### src/rtl/isl_pkg.sv
package isl_pkg;

  typedef enum logic [1:0] {
    SEL_OFF   = 2'b00,
    SEL_SMI_A = 2'b01,
    SEL_SMI_B = 2'b10,
    SEL_SMI_C = 2'b11
  } irq_sel_e;

  function automatic logic sel_enables(input logic [1:0] sel);
    irq_sel_e s;
    s = irq_sel_e'(sel);
    case (s)
      SEL_OFF: sel_enables = 1'b0;
      default: sel_enables = 1'b1;
    endcase
  endfunction

endpackage

### src/rtl/isl_rst_sync.sv
module isl_rst_sync #(
  parameter int STAGES = 2
) (
  input  logic clk,
  input  logic rst_n_i,
  output logic rst_n_o
);
  localparam int LAST = STAGES - 1;

  logic [LAST:0] chain_q;
  logic [LAST:0] chain_d;

  always_comb begin
    chain_d = {chain_q[LAST-1:0], 1'b1};
  end

  always_ff @(posedge clk or negedge rst_n_i) begin
    if (!rst_n_i) chain_q <= '0;
    else          chain_q <= chain_d;
  end

  assign rst_n_o = chain_q[LAST];
endmodule

### src/rtl/isl_sync.sv
module isl_sync #(
  parameter int   STAGES    = 2,
  parameter logic RESET_VAL = 1'b1
) (
  input  logic clk,
  input  logic rst_n,
  input  logic async_i,
  output logic sync_o
);
  logic [STAGES-1:0] stage_q;

  generate
    for (genvar g = 0; g < STAGES; g++) begin : g_stage
      logic stage_d;
      if (g == 0) begin : g_first
        assign stage_d = async_i;
      end else begin : g_next
        assign stage_d = stage_q[g-1];
      end
      always_ff @(posedge clk or negedge rst_n) begin
        if (!rst_n) stage_q[g] <= RESET_VAL;
        else        stage_q[g] <= stage_d;
      end
    end
  endgenerate

  assign sync_o = stage_q[STAGES-1];
endmodule

### src/rtl/isl_recovery.sv
module isl_recovery #(
  parameter int REC_CYCLES = 13000
) (
  input  logic clk,
  input  logic rst_n,
  input  logic load_i,
  output logic busy_o
);
  localparam int CW = $clog2(REC_CYCLES + 1);
  localparam logic [CW-1:0] LOAD_VAL = CW'(REC_CYCLES);

  logic [CW-1:0] cnt_q;
  logic [CW-1:0] cnt_d;
  logic          cnt_en;
  logic          busy;

  always_comb begin
    busy   = (cnt_q != '0);
    cnt_en = load_i | busy;
    if (load_i) cnt_d = LOAD_VAL;
    else        cnt_d = cnt_q - CW'(1);
  end

  always_ff @(posedge clk or negedge rst_n) begin
    if (!rst_n)      cnt_q <= '0;
    else if (cnt_en) cnt_q <= cnt_d;
  end

  assign busy_o = busy;

  assert_window_counts_down_R5: assert property (@(posedge clk) disable iff (!rst_n)
    (cnt_q != '0 && !load_i) |=> (cnt_q == CW'($past(cnt_q) - CW'(1))));

  assert_window_bounded_R5: assert property (@(posedge clk) disable iff (!rst_n)
    cnt_q <= LOAD_VAL);
endmodule

### src/rtl/isl_core.sv
module isl_core
  import isl_pkg::*;
(
  input  logic       clk,
  input  logic       rst_n,
  input  logic       active_i,
  input  logic [1:0] sel_i,
  input  logic       clr_we_i,
  input  logic       clr_data_i,
  output logic       status_o,
  output logic       smi_o,
  output logic       rec_load_o
);
  logic active_d_q;
  logic status_q, status_d;
  logic pending_q, pending_d;
  logic smi_q, smi_d;
  logic rise, fall, clr_hit, refused, accept, irq_en;

  always_comb begin
    irq_en    = sel_enables(sel_i);
    rise      = active_i & ~active_d_q;
    fall      = ~active_i & active_d_q;
    clr_hit   = clr_we_i & clr_data_i;
    refused   = clr_hit & active_i;
    accept    = clr_hit & ~active_i;

    status_d  = status_q;
    if (rise)                  status_d = 1'b1;
    else if (accept)           status_d = 1'b0;
    else if (pending_q & fall) status_d = 1'b0;

    pending_d = pending_q;
    if (refused)             pending_d = 1'b1;
    else if (fall | accept)  pending_d = 1'b0;

    smi_d      = irq_en & (rise | refused);
    rec_load_o = accept & status_q;
  end

  always_ff @(posedge clk or negedge rst_n) begin
    if (!rst_n) begin
      active_d_q <= 1'b0;
      status_q   <= 1'b0;
      pending_q  <= 1'b0;
      smi_q      <= 1'b0;
    end else begin
      active_d_q <= active_i;
      status_q   <= status_d;
      pending_q  <= pending_d;
      smi_q      <= smi_d;
    end
  end

  assign status_o = status_q;
  assign smi_o    = smi_q;

  assert_set_on_rise_R2: assert property (@(posedge clk) disable iff (!rst_n)
    (active_i && !active_d_q) |=> status_q);

  assert_pulse_on_set_R3: assert property (@(posedge clk) disable iff (!rst_n)
    (active_i && !active_d_q && sel_i != 2'b00) |=> smi_q);

  assert_quiet_when_off_R4: assert property (@(posedge clk) disable iff (!rst_n)
    (sel_i == 2'b00) |=> !smi_q);

  assert_accept_clears_R5: assert property (@(posedge clk) disable iff (!rst_n)
    (clr_we_i && clr_data_i && !active_i) |=> !status_q);

  assert_refuse_holds_R7: assert property (@(posedge clk) disable iff (!rst_n)
    (clr_we_i && clr_data_i && active_i) |=> (status_q && pending_q));

  assert_pending_drop_R8: assert property (@(posedge clk) disable iff (!rst_n)
    (pending_q && !active_i && active_d_q) |=> !status_q);

  assert_sticky_R9: assert property (@(posedge clk) disable iff (!rst_n)
    (status_q && !pending_q && !(clr_we_i && clr_data_i)) |=> status_q);

  assert_pending_needs_status_R10: assert property (@(posedge clk) disable iff (!rst_n)
    pending_q |-> status_q);
endmodule

### src/rtl/intrusion_status_latch.sv
module intrusion_status_latch #(
  parameter int REC_CYCLES  = 13000,
  parameter int SYNC_STAGES = 2
) (
  input  logic       clk,
  input  logic       rst_n,
  input  logic       intr_n_i,
  input  logic [1:0] irq_sel_i,
  input  logic       clr_we_i,
  input  logic       clr_data_i,
  output logic       status_o,
  output logic       smi_o
);
  logic rst_n_s;
  logic intr_n_s;
  logic active;
  logic status_q;
  logic rec_load;
  logic rec_busy;

  isl_rst_sync #(.STAGES(2)) u_rst_sync (
    .clk     (clk),
    .rst_n_i (rst_n),
    .rst_n_o (rst_n_s)
  );

  isl_sync #(.STAGES(SYNC_STAGES), .RESET_VAL(1'b1)) u_in_sync (
    .clk     (clk),
    .rst_n   (rst_n_s),
    .async_i (intr_n_i),
    .sync_o  (intr_n_s)
  );

  assign active = ~intr_n_s;

  isl_core u_core (
    .clk        (clk),
    .rst_n      (rst_n_s),
    .active_i   (active),
    .sel_i      (irq_sel_i),
    .clr_we_i   (clr_we_i),
    .clr_data_i (clr_data_i),
    .status_o   (status_q),
    .smi_o      (smi_o),
    .rec_load_o (rec_load)
  );

  isl_recovery #(.REC_CYCLES(REC_CYCLES)) u_recovery (
    .clk    (clk),
    .rst_n  (rst_n_s),
    .load_i (rec_load),
    .busy_o (rec_busy)
  );

  assign status_o = status_q | rec_busy;

  assert_readback_lags_R5: assert property (@(posedge clk) disable iff (!rst_n_s)
    rec_load |=> (status_o && !status_q));

  assert_reset_quiet_R1: assert property (@(posedge clk)
    !rst_n_s |-> (!status_q && !smi_o));
endmodule

### config.mk
export PLATFORM = sky130hd
export DESIGN_NAME = intrusion_status_latch
export DESIGN_NICKNAME = d
export VERILOG_FILES = /design/src/rtl/isl_pkg.sv /design/src/rtl/isl_rst_sync.sv /design/src/rtl/isl_sync.sv /design/src/rtl/isl_recovery.sv /design/src/rtl/isl_core.sv /design/src/rtl/intrusion_status_latch.sv
export SDC_FILE = /design/constraint.sdc
export NUM_CORES = 1
export LEC_CHECK = 0
export BUFFER_PORTS_ARGS = -buffer_cell sky130_fd_sc_hd__buf_2
export CELL_PAD_IN_SITES_DETAIL_PLACEMENT = 0
export CELL_PAD_IN_SITES_GLOBAL_PLACEMENT = 1
export CORE_MARGIN = 2
export CORE_UTILIZATION = 40
export CTS_CLUSTER_DIAMETER = 120
export CTS_CLUSTER_SIZE = 40
export DETAILED_ROUTE_END_ITERATION = 8
export GPL_TIMING_DRIVEN = 1
export PLACE_DENSITY_LB_ADDON = 0.1
export REMOVE_ABC_BUFFERS = 1
export SLEW_MARGIN = 30
export SYNTH_ARGS = -nofsm -noshare
export SYNTH_HDL_FRONTEND = slang
export SYNTH_SLANG_ARGS = --single-unit
### constraint.sdc
create_clock -name clk -period 1.85 [get_ports clk]
set_clock_uncertainty 0.2 [all_clocks]
set_input_delay 0.2775 -clock clk [delete_from_list [all_inputs] [get_ports clk]]
set_output_delay 0.2775 -clock clk [all_outputs]
set_load 0.01 [all_outputs]
After elaboration in Yosys (flattened, before gate mapping)
Cells that the tools add are included.
{"block": "totals", "ff_bits": 22, "input_bits": 7, "out_inout_bits": 2, "word_cells": 34}
{"block": "classes", "add_sub_neg": 1, "muxes": 7, "n_bitwise": 14, "n_reduce_logical": 4}
{"op": "14-bit 2-to-1 mux", "n": 1}
{"op": "14-bit nonzero test", "n": 1}
{"op": "14-bit by 1-bit subtractor with 14-bit output, second input constant", "n": 1}
{"op": "1-bit AND", "n": 8}
{"op": "1-bit 2-to-1 mux", "n": 6}
{"op": "1-bit OR", "n": 4}
{"op": "3-bit nonzero test", "n": 1}
{"op": "2-bit logical NOT", "n": 1}
{"op": "1-bit NOT", "n": 2}
{"op": "2-bit nonzero test", "n": 1}

Depth between registers and ports, before layout
Gate-level depths: netlist of run 1.
{"block": "logic_depth", "ltp_word": 5, "depth_mapped": 6}

Cells and area by module
From an unflattened synthesis of run 1, not the netlist that was laid out.
{"block": "unflattened", "hier_cells": 101, "area_unflattened_um2": 1091.0}
{"mod": "isl_recovery", "instances": 1, "cells_each": 79, "area_per_inst_um2": 818.3, "seq_area_each_um2": 350.3}
{"mod": "isl_core", "instances": 1, "cells_each": 15, "area_per_inst_um2": 156.4, "seq_area_each_um2": 100.1}
{"mod": "isl_rst_sync", "instances": 1, "cells_each": 3, "area_per_inst_um2": 53.8, "seq_area_each_um2": 50.0}
{"mod": "isl_sync", "instances": 1, "cells_each": 2, "area_per_inst_um2": 52.6, "seq_area_each_um2": 52.6}
{"mod": "intrusion_status_latch", "instances": 1, "cells_each": 2, "area_per_inst_um2": 10.0, "seq_area_each_um2": 0.0}

==> impl_metrics.ini, run 1 <==
[synth]
synth.area.mux_share = 0.00958
ys_top_cells_by_area = dfrtp_1 (48%), dfstp_2 (5.0%), nor2_1 (4.7%)
yosysTopAreaCellShare = 0.479
ys_ff_latch = 22
yosys_warnings = 0
synthAdderAreaFrac = 0.0120
synth_compound_area_frac = 0.140
synth_xor_area_frac = 0.00838
synth_flop_cell = dfrtp_1
syn_inst = 105
synth_area_leader_cell = dfrtp_1
yosys.area_share.simple = 0.286
yosysUniqueCellTypes = 36
netlist_area_mm2 = 0.00104
yosysSeqAreaShare = 0.529
postSynth.asyncResetShare = 1.00
synth_edf_count = 0
synth_top_family_by_area = simple AND/OR/NAND/NOR gates
avgSynthCellArea_um2 = 9.95

[setup_path]
end_kind = register
critPathKind = reg -> reg
crit_chain = inv_2 > ha_4 > buf_4 > buf_6 > or4b_4 > or4_4 > a211o_1
start_kind = register
cp_max_fo = 2
cpMaxStageDelayCell = or4b_4
slowest_delay_ns = 0.46
cp_top_family = simple AND/OR/NAND/NOR gates
required_ns = 1.85
cp_data_arrival_time_ns = 2.27
critPathBufInv = 3

[sta]
hold_viol = 0
finalCritPeriodShare = 1.23
rsz0062_at_grt = yes
slew_violations = 0
max_freq_mhz = 440
fin_crit_ns = 2.27
finalWorstSetupSlack_ns = -0.421
setup_violations = 13

[job]
maxCapViolCount = 0

[floorplan]
die_area_mm2 = 0.00304
coreArea_mm2 = 0.00248
num_io_pins = 9
die_w_um = 55.1
die_h_um = 55.1
initial_core_util = 0.422
rows = 18

[detailed_routing]
viasPerCell = 5.36
dr.pass1.iters = 4
vias = 1008
routed_wl_um = 2780
first_iter_violations = 25
route.detailed.drc = 0
antenna_left = 0
wire_per_inst_um = 14.8

[grt]
grt-ovfl-total = 0
grt_max_degree = 14
grt_pass1_wl_um = 4440
antenna_found_initial = 0
grt_pass1_vias = 978
grt_usage = 0.210

[clock_network]
root_buffer = clkbuf_4
clkTransAtPathRegs_ns = 0.13
cts_htree_levels = 1
cts_tree = yes
clockBufferDepth = 2
clkLatencyLatePin_ns = 0.31
cts_buffers = 3
numClockSinks = 22

[finish]
synthToLayoutAreaGrowth_pct = 58.3
layout.cells.most_common = buf_4
multi_input_area_um2 = 634
register_area_um2 = 553
fillCellCount = 199
diodes = 0
nets = 167
mostFrequentLayoutCells = buf_4 (31), dfrtp_1 (20), nor2_1 (11)
drive_gt1_frac = 0.525

[run_status]
violations = negative setup slack
status = complete, but fails checks

[power]
peakVddDrop_uv = 921
power_density_mw_per_mm2 = 1050
power_mw = 1.73
leakage_nw = 0.706

[min_path]
holdCritPathClass = reg -> async

[placement]
io_buffers = 8
gp_congestion = 0.802
hpwl_um = 1720
pre_cts_ws_ns = -0.330
metal layers:
layer,track usage,wire [um],up-vias,part of all wire
met4,0.0610,31,0,0.011
met1,0.261,1190,498,0.43
li1,-,-,488,-
met5,0,0,-,0
met2,0.373,1480,18,0.53
met3,0.0323,76,4,0.027
timing repair:
item	in CTS	in global routing
hold buffers	3	0
setup buffers	11	4
endpoints found under the setup margin	13	14
pin swaps	18	14
cloned	1	0
gates resized for setup	27	16
hold endpoints to repair	10	0
path summary, 6_finish.rpt:
kind	from	end	slack [ns]	depth (start not counted)
hold / removal	u_rst_sync.chain_q[1]	u_recovery.cnt_q[9]	0.008	1
setup / recovery	u_recovery.cnt_q[0]	u_recovery.cnt_q[12]	-0.42	7
setup reg to reg	u_recovery.cnt_q[0]	u_recovery.cnt_q[12]	-0.42	7
max in group asynchronous	u_rst_sync.chain_q[1]	u_recovery.cnt_q[10]	0.69	1
min in group clk	irq_sel_i[0]	u_core.smi_o	0.05	3
hold reg to reg	u_rst_sync.chain_q[1]	u_recovery.cnt_q[9]	0.008	1
synthesized netlist by cell type, types with 2 or more instances:
cell type and n:
and3_1 2, dfstp_2 2, a211o_1 2, o31ai_1 2, a211oi_1 2, dfrtp_1 20, nand2_1 9, inv_1 3
nand4_1 2, o21ai_0 4, nand3_1 4, or3_1 3, nor2_1 13, a21oi_1 8, nor3_1 6, or4_1 3
state kept, by name (all words and copies together) (netlist names):
signal                     flops
u_in_sync.g_stage.stage_d      1
u_rst_sync.chain_q             2
u_in_sync.sync_o               1
u_core.active_d_q              1
u_recovery.cnt_q              14
u_core.pending_q               1
u_core.status_o                1
u_core.smi_o                   1
kinds of logic after synthesis:
family	Yosys count
simple gates	53
flops	22
xor+xnor	1
other cells	1
mux	1
fa+ha+maj	1
buf+inv	3
compound gates	23
power breakdown:
part	internal (mW)	total [mW]	switching (mW)
Combinational	0.452	0.809	0.357
Sequential	0.580	0.653	0.0725
Clock	0.120	0.267	0.147
Total	1.15	1.73	0.576
through the flow:
stage / setup TNS, ns / cells / util / area (um2) / hold slack (ns)
6_report: -1.88 / 188 / 0.668 / 1650 / 0.00828
3_3_place_gp: -1.19 / 166 / 0.523 / 1290 / -0.138
2_1_floorplan: -0.665 / 105 / - / 1040 / -0.218
5_1_grt: -3.04 / 188 / 0.668 / 1650 / 0.0456
3_5_place_dp: -1.84 / 166 / 0.523 / 1290 / -0.137
4_1_cts: -1.66 / 184 / 0.630 / 1560 / 0.0116
worst reg2reg max path: cells and delay by family, from the launching register on:
| family | cells | cell delay [ns] |
|---|---|---|
| compound gates | 1 | 0.27 |
| fa+ha+maj | 1 | 0.14 |
| buf+inv | 3 | 0.25 |
| flops | 1 | 0.41 |
| simple gates | 2 | 0.90 |
area by class of cell:
type	instances	area share
inverters	3	0.00681
repair buffers	49	0.231
well taps	30	0.0227
clock buffers	4	0.0219
multi-input cells	80	0.384
flip-flops and latches	22	0.334
No activity file was read; power rests on OpenSTA's default activity.
==> run 2: changes to the inputs <==
- CORE_MARGIN: 2 -> default
- PLACE_DENSITY: default -> 0.77
- PLACE_DENSITY_LB_ADDON: 0.1 -> default
==> impl_metrics.ini, run 2 (synthesized netlist as in run 1, its figures left out) <==
[clock_network]
cts_buffers = 3
cts_tree = yes
root_buffer = clkbuf_4
cts_htree_levels = 1
clockBufferDepth = 2
clkTransAtPathRegs_ns = 0.12
clkLatencyLatePin_ns = 0.29
numClockSinks = 22

[setup_path]
start_kind = register
required_ns = 1.37
critPathKind = reg -> out
cp_max_fo = 2
end_kind = output pin
cp_data_arrival_time_ns = 1.76

[detailed_routing]
antenna_left = 0
first_iter_violations = 15
dr.pass1.iters = 4
vias = 942
route.detailed.drc = 0
viasPerCell = 5.15
routed_wl_um = 2460
wire_per_inst_um = 13.4

[finish]
drive_gt1_frac = 0.464
largest_reg_flops = 14
diodes = 0
top_register = u_recovery.cnt_q
post-route-cell-area_mm2 = 0.00158
layout.cells.most_common = buf_4
nets = 163
largestRegisters = u_recovery.cnt_q (14), u_rst_sync.chain_q (2)
mostFrequentLayoutCells = buf_4 (29), dfrtp_1 (20), nor2_1 (11)
stdcell_count = 183
synthToLayoutAreaGrowth_pct = 51.6

[sta]
slew_violations = 0
setup_violations = 11
finalCritPeriodShare = 1.21
rsz0062_at_grt = yes
fin_crit_ns = 2.23
max_freq_mhz = 447
hold_viol = 0
hold_slack_ns = 0.0218
finalWorstSetupSlack_ns = -0.385

[placement]
io_buffers = 8
hpwl_um = 1630
dpl-instance-area_mm2 = 0.00129
pre_cts_ws_ns = -0.328
dp_cells = 166
gp_congestion = 0.804

[floorplan]
die_area_mm2 = 0.00282
initial_core_util = 0.422
rows = 18
die_w_um = 53.1
die_h_um = 53.1
num_io_pins = 9
coreArea_mm2 = 0.00248

[grt]
grt_max_degree = 13
antenna_found_initial = 0
grt_pass1_vias = 858
grt_usage = 0.188
grt_pass1_wl_um = 3770
grt-ovfl-total = 0

[job]
maxCapViolCount = 0

[run_status]
violations = negative setup slack
status = complete, but fails checks

[power]
power_density_mw_per_mm2 = 980
leakage_nw = 0.683
peakVddDrop_uv = 672

[min_path]
holdCritPathClass = reg -> async
[run 2: cell types whose count changed in the layout (fill, tap and decap cells not counted), sizes merged]
cell / delta
buf: -5
[run 2: power by group]
part / switching (mW) / internal (mW)
Sequential: 0.0719 / 0.580
Clock: 0.132 / 0.0757
Combinational: 0.312 / 0.380
[run 2: stage by stage]
| stage | power [mW] | TNS [ns] | util |
|---|---|---|---|
| 2_1_floorplan | 0.915 | -0.665 | - |
| 6_report | 1.55 | -1.35 | 0.639 |
| 3_3_place_gp | 1.13 | -1.45 | 0.523 |
| 5_1_grt | 1.66 | -2.56 | 0.639 |
| 4_1_cts | 1.48 | -1.22 | 0.583 |
| 3_5_place_dp | 1.15 | -2.26 | 0.523 |
[run 2: worst paths after layout]
kind | slack, ns | startpoint | depth (start not counted) | to
hold / removal | 0.02 | u_rst_sync.chain_q[1] | 1 | u_recovery.cnt_q[5]
max in group asynchronous | 0.65 | u_rst_sync.chain_q[1] | 1 | u_recovery.cnt_q[13]
min in group clk | 0.06 | irq_sel_i[0] | 3 | u_core.smi_o
setup reg to reg | -0.30 | u_recovery.cnt_q[0] | 5 | u_recovery.cnt_q[12]
setup / recovery | -0.38 | u_recovery.cnt_q[0] | 7 | status_o
hold reg to reg | 0.02 | u_rst_sync.chain_q[1] | 1 | u_recovery.cnt_q[5]
[run 2: per-layer routing]
metal / vias up / GRT usage / wire length (um)
li1: 480 / - / -
met4: 0 / 0.0439 / 0
met2: 7 / 0.319 / 1320
met3: 0 / 0.0345 / 49
met5: - / 0 / 0
met1: 455 / 0.245 / 1090
[run 2: worst max-delay path: stages, from the launching register on]
cell	delay [ns]
dfrtp_1	0.41
inv_2	0.08
ha_4	0.13
buf_6	0.09
nor4b_4	0.21
nand4_1	0.18
or2_1	0.23
buf_2	0.13
[run 2: timing repair]
item,CTS,global route
setup endpoints to repair,13,14
hold endpoints to repair,11,0
pin swaps,12,8
setup buffers,6,7
cloned,0,1
gates resized for setup,14,21
hold buffers,3,0
[run 2: cell type report]
type,count,area (um2)
well taps,30,37.5
flip-flops and latches,22,553
clock buffers,3,22.5
repair buffers,45,362
inverters,3,11.3
multi-input cells,80,598
fillers,199,893
